$ cat src/rtl/brg_irq_pkg.sv
package brg_irq_pkg;

    typedef enum logic [1:0] {
        BRG_PLAIN  = 2'd0,
        BRG_PERIPH = 2'd1,
        BRG_HOST   = 2'd2
    } brg_mode_e;

    localparam int STAT_W  = 7;
    localparam int ALIAS_W = 3;

    localparam int B_WR_FAIL  = 0;
    localparam int B_RD_FAIL  = 1;
    localparam int B_NP_DROP  = 2;
    localparam int B_MEN_FALL = 3;
    localparam int B_MEN_RISE = 4;
    localparam int B_IRQ_FALL = 6;

    function automatic logic [STAT_W-1:0] impl_mask(brg_mode_e mode, bit has_np);
        logic ext;
        logic [STAT_W-1:0] m;
        ext           = (mode == BRG_PERIPH) || (mode == BRG_HOST);
        m             = '0;
        m[B_WR_FAIL]  = ext;
        m[B_RD_FAIL]  = ext;
        m[B_NP_DROP]  = has_np;
        m[B_MEN_FALL] = ext;
        m[B_MEN_RISE] = ext;
        m[B_IRQ_FALL] = (mode == BRG_HOST);
        return m;
    endfunction

endpackage

$ cat src/rtl/brg_level_edge.sv
module brg_level_edge #(
    parameter bit IDLE_LVL = 1'b0
) (
    input  logic clk,
    input  logic rst_n,
    input  logic level_i,
    output logic rise_o,
    output logic fall_o
);

    typedef enum logic {
        LVL_LO = 1'b0,
        LVL_HI = 1'b1
    } lvl_state_e;

    logic       smp_q;
    lvl_state_e state_q;

    // State register: sample the level, then remember the previous sample.
    always_ff @(posedge clk or negedge rst_n) begin
        if (!rst_n) begin
            smp_q   <= IDLE_LVL;
            state_q <= lvl_state_e'(IDLE_LVL);
        end else begin
            smp_q   <= level_i;
            state_q <= smp_q ? LVL_HI : LVL_LO;
        end
    end

    // Outputs: a pulse on the transition out of the current state.
    always_comb begin
        rise_o = 1'b0;
        fall_o = 1'b0;
        unique case (state_q)
            LVL_LO: rise_o = smp_q;
            LVL_HI: fall_o = !smp_q;
        endcase
    end

    // an input rise or fall is reported one edge after it is sampled.
    p_edge_rise_r4: assert property (@(posedge clk) disable iff (!rst_n)
        $rose(level_i) |=> rise_o);
    p_edge_fall_r5: assert property (@(posedge clk) disable iff (!rst_n)
        $fell(level_i) |=> fall_o);

endmodule

$ cat src/rtl/brg_stat_bit.sv
module brg_stat_bit #(
    parameter bit IMPL = 1'b1
) (
    input  logic clk,
    input  logic rst_n,
    input  logic set_i,
    input  logic clr_i,
    output logic q_o
);

    // A set event always wins over a clear in the same cycle.
    always_ff @(posedge clk or negedge rst_n) begin
        if (!rst_n) q_o <= 1'b0;
        else        q_o <= IMPL && (set_i || (q_o && !clr_i));
    end

    if (IMPL) begin : g_impl
        p_set_wins_r8: assert property (@(posedge clk) disable iff (!rst_n)
            set_i |=> q_o);
        p_clear_r6: assert property (@(posedge clk) disable iff (!rst_n)
            (clr_i && !set_i) |=> !q_o);
        p_hold_r6: assert property (@(posedge clk) disable iff (!rst_n)
            (!set_i && !clr_i) |=> $stable(q_o));
    end else begin : g_absent
        p_absent_r9: assert property (@(posedge clk) disable iff (!rst_n)
            set_i |=> !q_o);
    end

endmodule

$ cat src/rtl/brg_irq_status.sv
module brg_irq_status
    import brg_irq_pkg::*;
#(
    parameter int               ADDR_W      = 14,
    parameter int               DATA_W      = 32,
    parameter logic [ADDR_W-1:0] REG_OFFSET = 14'h3060,
    parameter brg_mode_e        MODE        = BRG_HOST,
    parameter bit               HAS_NP_PORT = 1'b1
) (
    input  logic               clk,
    input  logic               rst_n,
    input  logic [ADDR_W-1:0]  reg_addr,
    input  logic               reg_wr_en,
    input  logic [DATA_W-1:0]  reg_wdata,
    output logic [DATA_W-1:0]  reg_rdata,
    input  logic               alias_clr_en,
    input  logic [ALIAS_W-1:0] alias_clr_data,
    input  logic               ev_wr_fail,
    input  logic               ev_rd_fail,
    input  logic               ev_np_drop,
    input  logic               mst_en,
    input  logic               irq_line_n,
    output logic               irq_o
);

    localparam logic [STAT_W-1:0] MASK = impl_mask(MODE, HAS_NP_PORT);

    logic              men_rise, men_fall;
    logic              irqn_rise, irqn_fall;
    logic              wr_hit, rd_hit;
    logic [STAT_W-1:0] set_vec, clr_vec, stat;
    logic              unused_inputs;

    assign unused_inputs = ^{reg_wdata[DATA_W-1:STAT_W], irqn_rise};

    brg_level_edge #(.IDLE_LVL(1'b0)) u_men_edge (
        .clk     (clk),
        .rst_n   (rst_n),
        .level_i (mst_en),
        .rise_o  (men_rise),
        .fall_o  (men_fall)
    );

    brg_level_edge #(.IDLE_LVL(1'b1)) u_irqn_edge (
        .clk     (clk),
        .rst_n   (rst_n),
        .level_i (irq_line_n),
        .rise_o  (irqn_rise),
        .fall_o  (irqn_fall)
    );

    assign wr_hit = reg_wr_en && (reg_addr == REG_OFFSET);
    assign rd_hit = (reg_addr == REG_OFFSET);

    always_comb begin
        set_vec             = '0;
        set_vec[B_WR_FAIL]  = ev_wr_fail;
        set_vec[B_RD_FAIL]  = ev_rd_fail;
        set_vec[B_NP_DROP]  = ev_np_drop;
        set_vec[B_MEN_FALL] = men_fall;
        set_vec[B_MEN_RISE] = men_rise;
        set_vec[B_IRQ_FALL] = irqn_fall;
    end

    always_comb begin
        clr_vec = wr_hit ? reg_wdata[STAT_W-1:0] : '0;
        if (alias_clr_en) clr_vec[ALIAS_W-1:0] = clr_vec[ALIAS_W-1:0] | alias_clr_data;
    end

    for (genvar i = 0; i < STAT_W; i++) begin : g_bit
        brg_stat_bit #(.IMPL(MASK[i])) u_bit (
            .clk   (clk),
            .rst_n (rst_n),
            .set_i (set_vec[i]),
            .clr_i (clr_vec[i]),
            .q_o   (stat[i])
        );
    end

    assign reg_rdata = rd_hit ? {{(DATA_W-STAT_W){1'b0}}, stat} : '0;
    assign irq_o     = |stat;

    // the tracker outputs reach the status word on the next edge.
    p_men_fall_r4: assert property (@(posedge clk) disable iff (!rst_n)
        (men_fall && MASK[B_MEN_FALL]) |=> stat[B_MEN_FALL]);
    p_men_rise_r4: assert property (@(posedge clk) disable iff (!rst_n)
        (men_rise && MASK[B_MEN_RISE]) |=> stat[B_MEN_RISE]);
    // an irq line fall is latched.
    p_irq_fall_r5: assert property (@(posedge clk) disable iff (!rst_n)
        (irqn_fall && MASK[B_IRQ_FALL]) |=> stat[B_IRQ_FALL]);
    // the alias strobe alone never clears the level-driven bits.
    p_alias_keeps_r7: assert property (@(posedge clk) disable iff (!rst_n)
        (alias_clr_en && !wr_hit && stat[B_MEN_RISE]) |=> stat[B_MEN_RISE]);
    // with no set and every set bit cleared, the interrupt drops.
    p_irq_drop_r10: assert property (@(posedge clk) disable iff (!rst_n)
        ((set_vec == '0) && ((stat & ~clr_vec) == '0)) |=> !irq_o);

endmodule

$ cat config.mk
export PLATFORM = sky130hd
export DESIGN_NAME = brg_irq_status
export DESIGN_NICKNAME = d
export VERILOG_FILES = /design/src/rtl/brg_irq_pkg.sv /design/src/rtl/brg_level_edge.sv /design/src/rtl/brg_stat_bit.sv /design/src/rtl/brg_irq_status.sv
export SDC_FILE = /design/constraint.sdc
export NUM_CORES = 1
export LEC_CHECK = 0
export CORE_ASPECT_RATIO = 0.8
export CORE_MARGIN = 2
export CORE_UTILIZATION = 27
export DETAILED_ROUTE_END_ITERATION = 7
export PLACE_DENSITY = 0.95
export SLEW_MARGIN = 40
export SYNTH_ARGS = -nofsm -noshare
export SYNTH_HDL_FRONTEND = slang
export SYNTH_SLANG_ARGS = --single-unit
$ cat constraint.sdc
create_clock -name clk -period 2.75 [get_ports clk]
set_input_delay 0.4125 -clock clk [delete_from_list [all_inputs] [get_ports clk]]
set_output_delay 0.4125 -clock clk [all_outputs]
set_load 0.02 [all_outputs]
==> metrics.txt <==
# TYPE chip_impl_metric gauge
chip_impl_metric{name="powerDensity",unit="nW/um^2"} 362
chip_impl_metric{name="fin_nets",unit=""} 176
chip_impl_metric{name="fin_worst_skew",unit="ns"} 0.000354
chip_impl_metric{name="detail_route.wl_per_cell",unit="microns"} 11.1
chip_impl_metric{name="final.setup.worst_slack",unit="ns"} 0.104
chip_impl_info{name="worst_setup_path_end_kind",value="output port"} 1
chip_impl_metric{name="postRouteAntennaNets",unit=""} 0
chip_impl_metric{name="synth_edf_count",unit=""} 0
chip_impl_metric{name="vias_per_instance",unit=""} 3.85
chip_impl_metric{name="drc_errors",unit=""} 0
chip_impl_metric{name="gr-usage-all-layers",unit=""} 0.115
chip_impl_metric{name="clkSlewWorstSetupHoldPaths",unit="ns"} 0.06
chip_impl_metric{name="synth-seq-area-share",unit=""} 0.362
chip_impl_metric{name="antenna_found_initial",unit=""} 0
chip_impl_info{name="cp_top_family",value="simple AND/OR/NAND/NOR gates"} 1
chip_impl_metric{name="diodes",unit=""} 0
chip_impl_metric{name="max-clock-path-buffers",unit=""} 2
chip_impl_metric{name="numClockSinks",unit=""} 10
chip_impl_info{name="path_cells",value="clkdlybuf4s50_1 > or4b_4 > nor4b_2 > buf_4 > and2_1 > clkdlybuf4s15_1"} 1
chip_impl_metric{name="synth.avg_cell_area",unit="sq um"} 9.43
chip_impl_metric{name="gp_congestion",unit=""} 0.696
chip_impl_info{name="top_cells_by_area_synth",value="dfrtp_1 29%, buf_4 28%, dfstp_2 7.5%"} 1
chip_impl_metric{name="area.growth.synth_to_final",unit="%"} 50.9
chip_impl_metric{name="max_fanout_on_critical_path",unit=""} 8
chip_impl_metric{name="ioPinCount",unit=""} 91
chip_impl_info{name="critical_path.slowest_cell",value="or4b_4"} 1
chip_impl_metric{name="cts-hold-fix-buffers",unit=""} 0
chip_impl_metric{name="cp_num_buf_inv",unit=""} 3
chip_impl_metric{name="max_slew_violation_count",unit=""} 0
chip_impl_metric{name="layout-drive-gt1-share",unit=""} 0.137
chip_impl_metric{name="floorplan_row_count",unit=""} 16
chip_impl_info{name="yosys.cell_count.top_type",value="buf_4"} 1
chip_impl_metric{name="initial_core_util",unit=""} 0.286
chip_impl_metric{name="worstSkewPairLatency",unit="ns"} 0.26
chip_impl_metric{name="synthArstFlopShare",unit=""} 1.00
chip_impl_metric{name="htree_num_levels",unit=""} 1
chip_impl_metric{name="p_leak",unit="nW"} 0.465
chip_impl_metric{name="setup-violations-final",unit=""} 0
chip_impl_metric{name="post-route-period-util",unit=""} 0.962
chip_impl_info{name="ys_dominant_reg_cell",value="dfrtp_1"} 1
chip_impl_metric{name="grt_remaining_overflow",unit=""} 0
chip_impl_metric{name="timing.max_cap.violations",unit=""} 0
chip_impl_metric{name="cts_inserted_buffers",unit=""} 3
chip_impl_info{name="synth_common_cells",value="26 x buf_4, 8 x dfrtp_1, 6 x and2_1, 6 x inv_1, 4 x nand2_1"} 1
chip_impl_info{name="run_status",value="complete, no violations"} 1
chip_impl_info{name="clockRootBuffer",value="clkbuf_4"} 1
chip_impl_metric{name="first_pass_iters",unit=""} 3
chip_impl_metric{name="grt_pass1_wl",unit="mm"} 2.51
chip_impl_info{name="synthDominantAreaCellType",value="dfrtp_1"} 1
chip_impl_metric{name="die_width",unit="microns"} 60.9
chip_impl_metric{name="drt_first_iter_violations",unit=""} 6
chip_impl_metric{name="vdd.ir_drop.worst",unit="mV"} 0.116
chip_impl_metric{name="worst_hold_slack",unit="ns"} 0.371
chip_impl_metric{name="max_freq",unit="MHz"} 378
chip_impl_metric{name="number_of_global_route_vias_before_repair",unit=""} 581
chip_impl_metric{name="yosys_warnings",unit=""} 0
chip_impl_metric{name="cp.arrival",unit="ns"} 2.23
chip_impl_info{name="min_path_type",value="register to register"} 1
chip_impl_metric{name="required",unit="ns"} 2.34
chip_impl_metric{name="fp.coreArea",unit="sq um"} 2440
chip_impl_metric{name="dpl_wire_length",unit="mm"} 1.50
chip_impl_info{name="cts_tree",value="yes"} 1
chip_impl_metric{name="floorplan_die_height",unit="microns"} 49.5
chip_impl_metric{name="yosys.cell_types.count",unit=""} 21
chip_impl_metric{name="netlist_area",unit="sq um"} 698
chip_impl_metric{name="routed_wl",unit="mm"} 1.70
chip_impl_metric{name="synthCells",unit=""} 74
chip_impl_metric{name="largest_incremental_delay_on_the_critical_path",unit="ns"} 0.53
chip_impl_metric{name="die-area",unit="sq um"} 3010
chip_impl_info{name="timing.setup.critical_path_class",value="input port to output port"} 1
chip_impl_metric{name="hold_viol_final",unit=""} 0
chip_impl_metric{name="min_period",unit="ns"} 2.65
chip_impl_metric{name="fraction_of_synthesized_cell_area_taken_by_the_top_area_cell_type",unit=""} 0.287
chip_impl_metric{name="synth_seq_cells",unit=""} 10
chip_impl_metric{name="largest_net_degree_at_the_start_of_global_routing",unit=""} 11
chip_impl_metric{name="dpl_worst_slack",unit="ns"} -0.224
chip_impl_info{name="cp-start-kind",value="input port"} 1
chip_impl_metric{name="detailroute.via_count",unit=""} 589
chip_impl_info{name="rsz_0062_raised_after_global_routing",value="no"} 1
chip_impl_metric{name="buffer_ports.inserted",unit=""} 38
chip_impl_metric{name="total_power",unit="mW"} 0.381
==> final cells by class <==
| class | instances | area [sq um] |
|---|---|---|
| sequential | 10 | 253 |
| fill | 243 | 1390 |
| timing repair buffer | 40 | 375 |
| tap | 36 | 45.0 |
| clock buffer | 4 | 36.3 |
| inverter | 6 | 22.5 |
| multi-input combinational | 57 | 322 |
==> repair_timing <==
action / in CTS / in global routing
endpoints found under the setup margin: 6 / 6
hold endpoints to repair: 0 / 0
buffers inserted: 0 / 0
gates resized for setup: 6 / 10
==> path summary, 6_finish.rpt <==
| check | start | end | slack (ns) | cells after the start |
|---|---|---|---|---|
| hold / removal | u_irqn_edge.smp_q | u_irqn_edge.state_q | 0.37 | 0 |
| setup / recovery | reg_addr[3] | reg_rdata[2] | 0.10 | 6 |
| min in group asynchronous | rst_n | g_bit[6].u_bit.q_o | 0.45 | 1 |
| hold reg to reg | u_irqn_edge.smp_q | u_irqn_edge.state_q | 0.37 | 0 |
| max in group asynchronous | rst_n | u_irqn_edge.smp_q | 1.97 | 1 |
| setup reg to reg | u_irqn_edge.smp_q | g_bit[6].u_bit.q_o | 1.72 | 2 |
==> cell families after synthesis <==
group | count (synthesis) | share of synthesized area
AOI/OAI and AO/OA | 10 | 0.108
buffers and inverters | 32 | 0.312
other | 1 | 0.00537
DFF | 10 | 0.362
and+or+nand+nor | 21 | 0.213
==> metrics by stage <==
| stage | std cells | instance area, sq um | setup TNS [ns] | util |
|---|---|---|---|---|
| finish | 153 | 1050 | 0 | 0.431 |
| CTS | 153 | 1070 | 0 | 0.436 |
| global placement | 149 | 1040 | -1.14 | 0.425 |
| global route | 153 | 1050 | 0 | 0.431 |
| floorplan | 99 | 792 | 0 | - |
| detailed placement | 149 | 1040 | -1.29 | 0.425 |
==> cell usage in the layout (no fill, tap or decap) <==
| master | Yosys | routed |
|---|---|---|
| or3b_2 | 1 | 1 |
| or4b_1 | 1 | 1 |
| conb_1 | 1 | 26 |
| clkdlybuf4s50_1 | 0 | 32 |
| or4_4 | 1 | 1 |
| or4b_4 | 1 | 1 |
| nand2_1 | 4 | 4 |
| nor4b_2 | 1 | 1 |
| a21o_1 | 1 | 1 |
| a221o_1 | 2 | 2 |
| o22ai_1 | 1 | 1 |
| dfstp_2 | 2 | 2 |
| a41oi_1 | 3 | 3 |
| nor2_1 | 2 | 2 |
| nor2b_1 | 2 | 2 |
| clkbuf_4 | 0 | 3 |
| nor4_1 | 1 | 1 |
| clkbuf_2 | 0 | 4 |
| clkdlybuf4s15_1 | 0 | 2 |
| dfrtp_1 | 8 | 8 |
| a21oi_1 | 3 | 3 |
| nand4bb_1 | 1 | 1 |
| buf_4 | 26 | 2 |
| and2_1 | 6 | 6 |
| inv_1 | 6 | 6 |
| clkbuf_8 | 0 | 1 |
==> flip-flops by register name, indices dropped and copies added (netlist names) <==
signal and count:
g_bit.u_bit.q_o 6, u_irqn_edge.smp_q 1, u_irqn_edge.state_q 1, u_men_edge.smp_q 1, u_men_edge.state_q 1
==> routing by layer <==
layer  GRT usage  share of wire  vias to the layer above  wire [microns]
li1            -              -                      284               -
met1       0.115           0.34                      274             579
met2       0.203           0.57                       28             972
met3      0.0367          0.071                        3             120
met4      0.0652          0.013                        0              22
met5           0              0                        -               0
==> power breakdown <==
group / total (mW) / internal, mW / switching (mW)
clock network: 0.131 / 0.0804 / 0.0504
registers: 0.158 / 0.154 / 0.00377
logic: 0.0922 / 0.0449 / 0.0473
total: 0.381 / 0.279 / 0.101
(Power assumes the default switching activity.)
